--- src/rtl/fwd_pkg.sv ---
package fwd_pkg;

  // Bypass sources, listed from youngest (highest priority) to oldest.
  typedef enum int {
    SRC_EX_ALU  = 0,
    SRC_MEM_LD  = 1,
    SRC_MEM_ALU = 2,
    SRC_WB_LD   = 3,
    SRC_WB_ALU  = 4
  } fwd_src_e;

  localparam int NUM_SRC  = 5;
  localparam int NUM_OPND = 2;

endpackage

--- src/rtl/fwd_src_bundle.sv ---
// Gathers the in-flight destination/value pairs into arrays ordered by priority.
module fwd_src_bundle
  import fwd_pkg::*;
#(
  parameter int REG_W  = 4,
  parameter int DATA_W = 32
) (
  input  logic [REG_W-1:0]                ex_alu_dst,
  input  logic [DATA_W-1:0]               ex_alu_val,
  input  logic [REG_W-1:0]                mem_ld_dst,
  input  logic [DATA_W-1:0]               mem_ld_val,
  input  logic [REG_W-1:0]                mem_alu_dst,
  input  logic [DATA_W-1:0]               mem_alu_val,
  input  logic [REG_W-1:0]                wb_ld_dst,
  input  logic [DATA_W-1:0]               wb_ld_val,
  input  logic [REG_W-1:0]                wb_alu_dst,
  input  logic [DATA_W-1:0]               wb_alu_val,
  output logic [NUM_SRC-1:0][REG_W-1:0]   dst_ids,
  output logic [NUM_SRC-1:0][DATA_W-1:0]  dst_vals
);

  assign dst_ids[SRC_EX_ALU]   = ex_alu_dst;
  assign dst_vals[SRC_EX_ALU]  = ex_alu_val;
  assign dst_ids[SRC_MEM_LD]   = mem_ld_dst;
  assign dst_vals[SRC_MEM_LD]  = mem_ld_val;
  assign dst_ids[SRC_MEM_ALU]  = mem_alu_dst;
  assign dst_vals[SRC_MEM_ALU] = mem_alu_val;
  assign dst_ids[SRC_WB_LD]    = wb_ld_dst;
  assign dst_vals[SRC_WB_LD]   = wb_ld_val;
  assign dst_ids[SRC_WB_ALU]   = wb_alu_dst;
  assign dst_vals[SRC_WB_ALU]  = wb_alu_val;

endmodule

--- src/rtl/fwd_operand_sel.sv ---
// Selects one operand: the youngest matching in-flight value, else the register file.
module fwd_operand_sel
  import fwd_pkg::*;
#(
  parameter int REG_W  = 4,
  parameter int DATA_W = 32
) (
  input  logic [REG_W-1:0]                src_id,
  input  logic [DATA_W-1:0]               rf_data,
  input  logic [NUM_SRC-1:0][REG_W-1:0]   dst_ids,
  input  logic [NUM_SRC-1:0][DATA_W-1:0]  dst_vals,
  output logic [DATA_W-1:0]               opnd
);

  localparam logic [REG_W-1:0] NO_REG = {REG_W{1'b1}};

  logic [NUM_SRC-1:0] hit;

  always_comb begin
    logic seen;
    for (int i = 0; i < NUM_SRC; i++) begin
      hit[i] = (src_id != NO_REG) && (dst_ids[i] == src_id);
    end
    // Walk from oldest to youngest so the youngest match is applied last.
    opnd = rf_data;
    for (int i = NUM_SRC - 1; i >= 0; i--) begin
      if (hit[i]) opnd = dst_vals[i];
    end

    // the "no register" name never pulls a bypass value.
    if (src_id == NO_REG) begin
      assert_noreg_rf_R2: assert (opnd == rf_data)
        else $error("R2 violated: no-register source did not read register file");
    end
    // with no match the register-file word passes through.
    if (hit == '0) begin
      assert_nohit_rf_R1: assert (opnd == rf_data)
        else $error("R1 violated: unmatched source did not read register file");
    end
    // the execute-stage ALU result beats everything else.
    if ((src_id != NO_REG) && (dst_ids[SRC_EX_ALU] == src_id)) begin
      assert_ex_first_R3: assert (opnd == dst_vals[SRC_EX_ALU])
        else $error("R3 violated: execute ALU match not forwarded");
    end
    // the first match in age order supplies the operand.
    seen = 1'b0;
    for (int i = 0; i < NUM_SRC; i++) begin
      if (hit[i] && !seen) begin
        assert_youngest_wins_R8: assert (opnd == dst_vals[i])
          else $error("R8 violated: source %0d should have won", i);
      end
      seen = seen | hit[i];
    end
  end

endmodule

--- src/rtl/decode_bypass_sel.sv ---
module decode_bypass_sel
  import fwd_pkg::*;
#(
  parameter int REG_W  = 4,
  parameter int DATA_W = 32
) (
  input  logic [REG_W-1:0]  src_a_id,
  input  logic [REG_W-1:0]  src_b_id,
  input  logic [DATA_W-1:0] rf_a_data,
  input  logic [DATA_W-1:0] rf_b_data,
  input  logic [REG_W-1:0]  ex_alu_dst,
  input  logic [DATA_W-1:0] ex_alu_val,
  input  logic [REG_W-1:0]  mem_ld_dst,
  input  logic [DATA_W-1:0] mem_ld_val,
  input  logic [REG_W-1:0]  mem_alu_dst,
  input  logic [DATA_W-1:0] mem_alu_val,
  input  logic [REG_W-1:0]  wb_ld_dst,
  input  logic [DATA_W-1:0] wb_ld_val,
  input  logic [REG_W-1:0]  wb_alu_dst,
  input  logic [DATA_W-1:0] wb_alu_val,
  output logic [DATA_W-1:0] opnd_a,
  output logic [DATA_W-1:0] opnd_b
);

  logic [NUM_SRC-1:0][REG_W-1:0]   dst_ids;
  logic [NUM_SRC-1:0][DATA_W-1:0]  dst_vals;
  logic [NUM_OPND-1:0][REG_W-1:0]  src_ids;
  logic [NUM_OPND-1:0][DATA_W-1:0] rf_words;
  logic [NUM_OPND-1:0][DATA_W-1:0] opnds;

  fwd_src_bundle #(.REG_W(REG_W), .DATA_W(DATA_W)) bundle_i (
    .ex_alu_dst  (ex_alu_dst),
    .ex_alu_val  (ex_alu_val),
    .mem_ld_dst  (mem_ld_dst),
    .mem_ld_val  (mem_ld_val),
    .mem_alu_dst (mem_alu_dst),
    .mem_alu_val (mem_alu_val),
    .wb_ld_dst   (wb_ld_dst),
    .wb_ld_val   (wb_ld_val),
    .wb_alu_dst  (wb_alu_dst),
    .wb_alu_val  (wb_alu_val),
    .dst_ids     (dst_ids),
    .dst_vals    (dst_vals)
  );

  assign src_ids[0]  = src_a_id;
  assign src_ids[1]  = src_b_id;
  assign rf_words[0] = rf_a_data;
  assign rf_words[1] = rf_b_data;

  // One independent selector per operand.
  for (genvar g = 0; g < NUM_OPND; g++) begin : g_opnd
    fwd_operand_sel #(.REG_W(REG_W), .DATA_W(DATA_W)) sel_i (
      .src_id   (src_ids[g]),
      .rf_data  (rf_words[g]),
      .dst_ids  (dst_ids),
      .dst_vals (dst_vals),
      .opnd     (opnds[g])
    );
  end

  assign opnd_a = opnds[0];
  assign opnd_b = opnds[1];

endmodule

--- config.mk ---
export PLATFORM = sky130hd
export DESIGN_NAME = decode_bypass_sel
export DESIGN_NICKNAME = d
export VERILOG_FILES = /design/src/rtl/fwd_pkg.sv /design/src/rtl/fwd_src_bundle.sv /design/src/rtl/fwd_operand_sel.sv /design/src/rtl/decode_bypass_sel.sv
export SDC_FILE = /design/constraint.sdc
export NUM_CORES = 1
export LEC_CHECK = 0
export ABC_AREA = 0
export BUFFER_PORTS_ARGS = -buffer_cell sky130_fd_sc_hd__buf_2
export CAP_MARGIN = 20
export CORE_AREA = 5 5 118 120
export DETAILED_ROUTE_END_ITERATION = 7
export DIE_AREA = 0 0 123 125
export PLACE_DENSITY_LB_ADDON = 0.1
export SLEW_MARGIN = 10
export SYNTH_ARGS = -nofsm -noshare
export SYNTH_HDL_FRONTEND = slang
export SYNTH_SLANG_ARGS = --single-unit
export TNS_END_PERCENT = 30
--- constraint.sdc ---
create_clock -name vclk -period 3.2
set_clock_uncertainty 0.1 [all_clocks]
set_input_delay 0.64 -clock vclk [all_inputs]
set_output_delay 0.64 -clock vclk [all_outputs]
set_load 0.05 [all_outputs]
==> impl_metrics.csv <==
group,metric,value,unit
placement,dp.cells,1154,
worst_setup_path,worst_setup_path_end_kind,"output port",
worst_setup_path,cp.required,2460,ps
placement,dp_hpwl,19800,um
drt,drt-pass1-iter-count,6,
drt,drt_iter0_drc,731,
synth,synth-warning-count,0,
power,p_per_area,285,nW/um^2
worst_hold_path,hold_start,"ex_alu_val[26]",
die,num_rows,42,
finish,regArea,0,sq um
synth,synth_most_common_cell,"clkbuf_1",
placement,port_buffers,316,
sta,worst_slack,-12.9,ps
power,finalPower,2.06,mW
worst_setup_path,cpMostUsedCell,"buf_2",
drt,wl_per_cell,24.0,um
grt,grt_max_degree,37,
worst_setup_path,cp_slowest_stage_delay,540,ps
worst_setup_path,path_max_fanout,16,
clock_tree,cts_hold_buffers,0,
synth,ys_seq_area_share,0,%
worst_setup_path,critPathSlowestCell,"or3_4",
worst_setup_path,crit_chain,"buf_2 -> xor2_2 -> or3_4 -> or3_1 -> o2111ai_1 -> o211ai_1 -> buf_2",
grt,grt_usage,32.2,%
sta,hold_violations,0,
finish,nClkBuffers,0,
synth,ys_top_cells_by_count,"clkbuf_1 (72), nand2_1 (66), nand3_1 (66)",
placement,gp_congestion,0.896,
synth,yosysTopAreaCell,"a32o_1",
placement,preCtsSetupSlack,-15.3,ps
worst_setup_path,critPathKind,"primary input to output port",
grt,antenna_found_initial,5,
worst_setup_path,crit_arrival,2470,ps
worst_hold_path,whs_path_depth,4,
drt,routed_wl,27900,um
grt,grt-ovfl-total,0,
power,p_leak,2.87,nW
power,vdd_drop_max,0.000154,V
sta,rsz0062_at_grt,"yes",
die,fp.dieW,123,um
run_status,failed_checks,"setup timing",
sta,setup_viol,1,
finish,layout.cells.non_filler,1165,
sta,tightest_slew,429,ps
finish,fin_util,56.2,%
synth,syn_area,4720,sq um
grt,grt_pass1_wl,40900,um
synth,syn_inst,699,
die,dieArea,15400,sq um
synth,synth_nets,951,
finish,seq_cells,0,
finish,nets,1240,
worst_setup_path,startpoint_type,"primary input",
synth,synth.area.top_cells,"a32o_1 (14%), o2111ai_1 (12%), a211oi_1 (10%)",
drt,drc,0,
flow_run,drv_cap,0,
drt,ant_nets,0,
sta,slew_headroom,71.4,%
run_status,outcome,"finished, violations left",
die,io_pins,316,
drt,viasPerCell,6.56,
worst_hold_path,hold_end,"opnd_a[26]",
synth,synth_cell_types,33,
drt,via_count,7639,
finish,drive_gt1_share,44.4,%
worst_hold_path,hp-class,"primary input to output port",
sta,final.period_utilization,100,%
die,core,12900,sq um
sta,report.final.slew_viol_count,0,
worst_setup_path,crit_start,"src_b_id[2]",
sta,period_needed,3210,ps
finish,fill_cells,1306,
sta,fmax,0.311,GHz
grt,grt_pass1_vias,7580,
synth,synth_top_cell_area_share,13.6,%
finish,syn2layout_area_growth,53.2,%
synth,postSynthAreaPerCell,6.76,sq um
die,die_h,125,um
die,start_util,36.7,%
[where the power goes]
part           internal (mW)  switching (mW)
sequential                 0               0
clock            0.000000126               0
combinational          0.713            1.35
[stage by stage]
stage / hold WS (ps) / instance area, sq um / TNS, ps
after floorplan: 1620 / 4860 / -1070
after global placement: 1610 / 6840 / -6.95
after global routing: 1610 / 7240 / -220
after CTS: 1610 / 6850 / 0
final: 1580 / 7240 / -12.9
after detailed placement: 1610 / 6840 / -23.9
[per-layer routing]
layer	wire length (um)	GRT usage, %	share of wire [%]	vias to the layer above
met5	27	0	0.097	-
met4	811	8.53	2.9	4
met3	2610	3.75	9.4	74
met2	13300	56.1	48	480
met1	11100	41.8	40	3599
li1	-	-	-	3482
[worst max path at each step]
stage	endpoint	cells after the start
final	opnd_b[10]	7
after global routing	opnd_b[30]	7
after CTS	opnd_a[31]	7
after detailed placement	opnd_a[15]	8
after global placement	opnd_a[15]	8
after floorplan	opnd_a[10]	8
[placed cells by master, fill, tap and decap left out, drive strengths merged]
master and count:
a31oi 2, diode 3, and3 1, a21boi 64
buf 380, or2 4, o21ai 2, a311oi 4
a211oi 64, nand2 66, nand4 1, a32o 64
o211ai 62, or3 67, xor2 30, nor3b 2
clkbuf 7, o2111ai 64, and4 1, nand3 66
a311o 3, nor2 12, nor3 3, a21oi 2
and2 7, xnor2 8
[worst max-delay path, delay by kind of cell]
family,cells,cell delay [ps]
AND/OR/NAND/NOR,2,960
buffers and inverters,2,370
AO/OA/AOI/OAI,2,250
XOR/XNOR,1,240
[logic make-up after synthesis]
| family | synth area share, % |
|---|---|
| compound gates | 57.9 |
| simple gates | 24.7 |
| buf+inv | 10.4 |
| xor+xnor | 7.04 |
[layout make-up]
cell class                 instances  area (sq um)  area share (%)
multi-input combinational        599          4510            62.3
timing repair buffer             387          2500            34.6
antenna                            3          7.51           0.104
tap                              176           220            3.04
[repair_timing]
action                     CTS  global route
setup endpoints to repair    3            58
gates cloned                 0             4
pin swaps                    1            16
resized for setup            2           116
setup buffers                0             4
No activity file was read; power rests on OpenSTA's default activity.
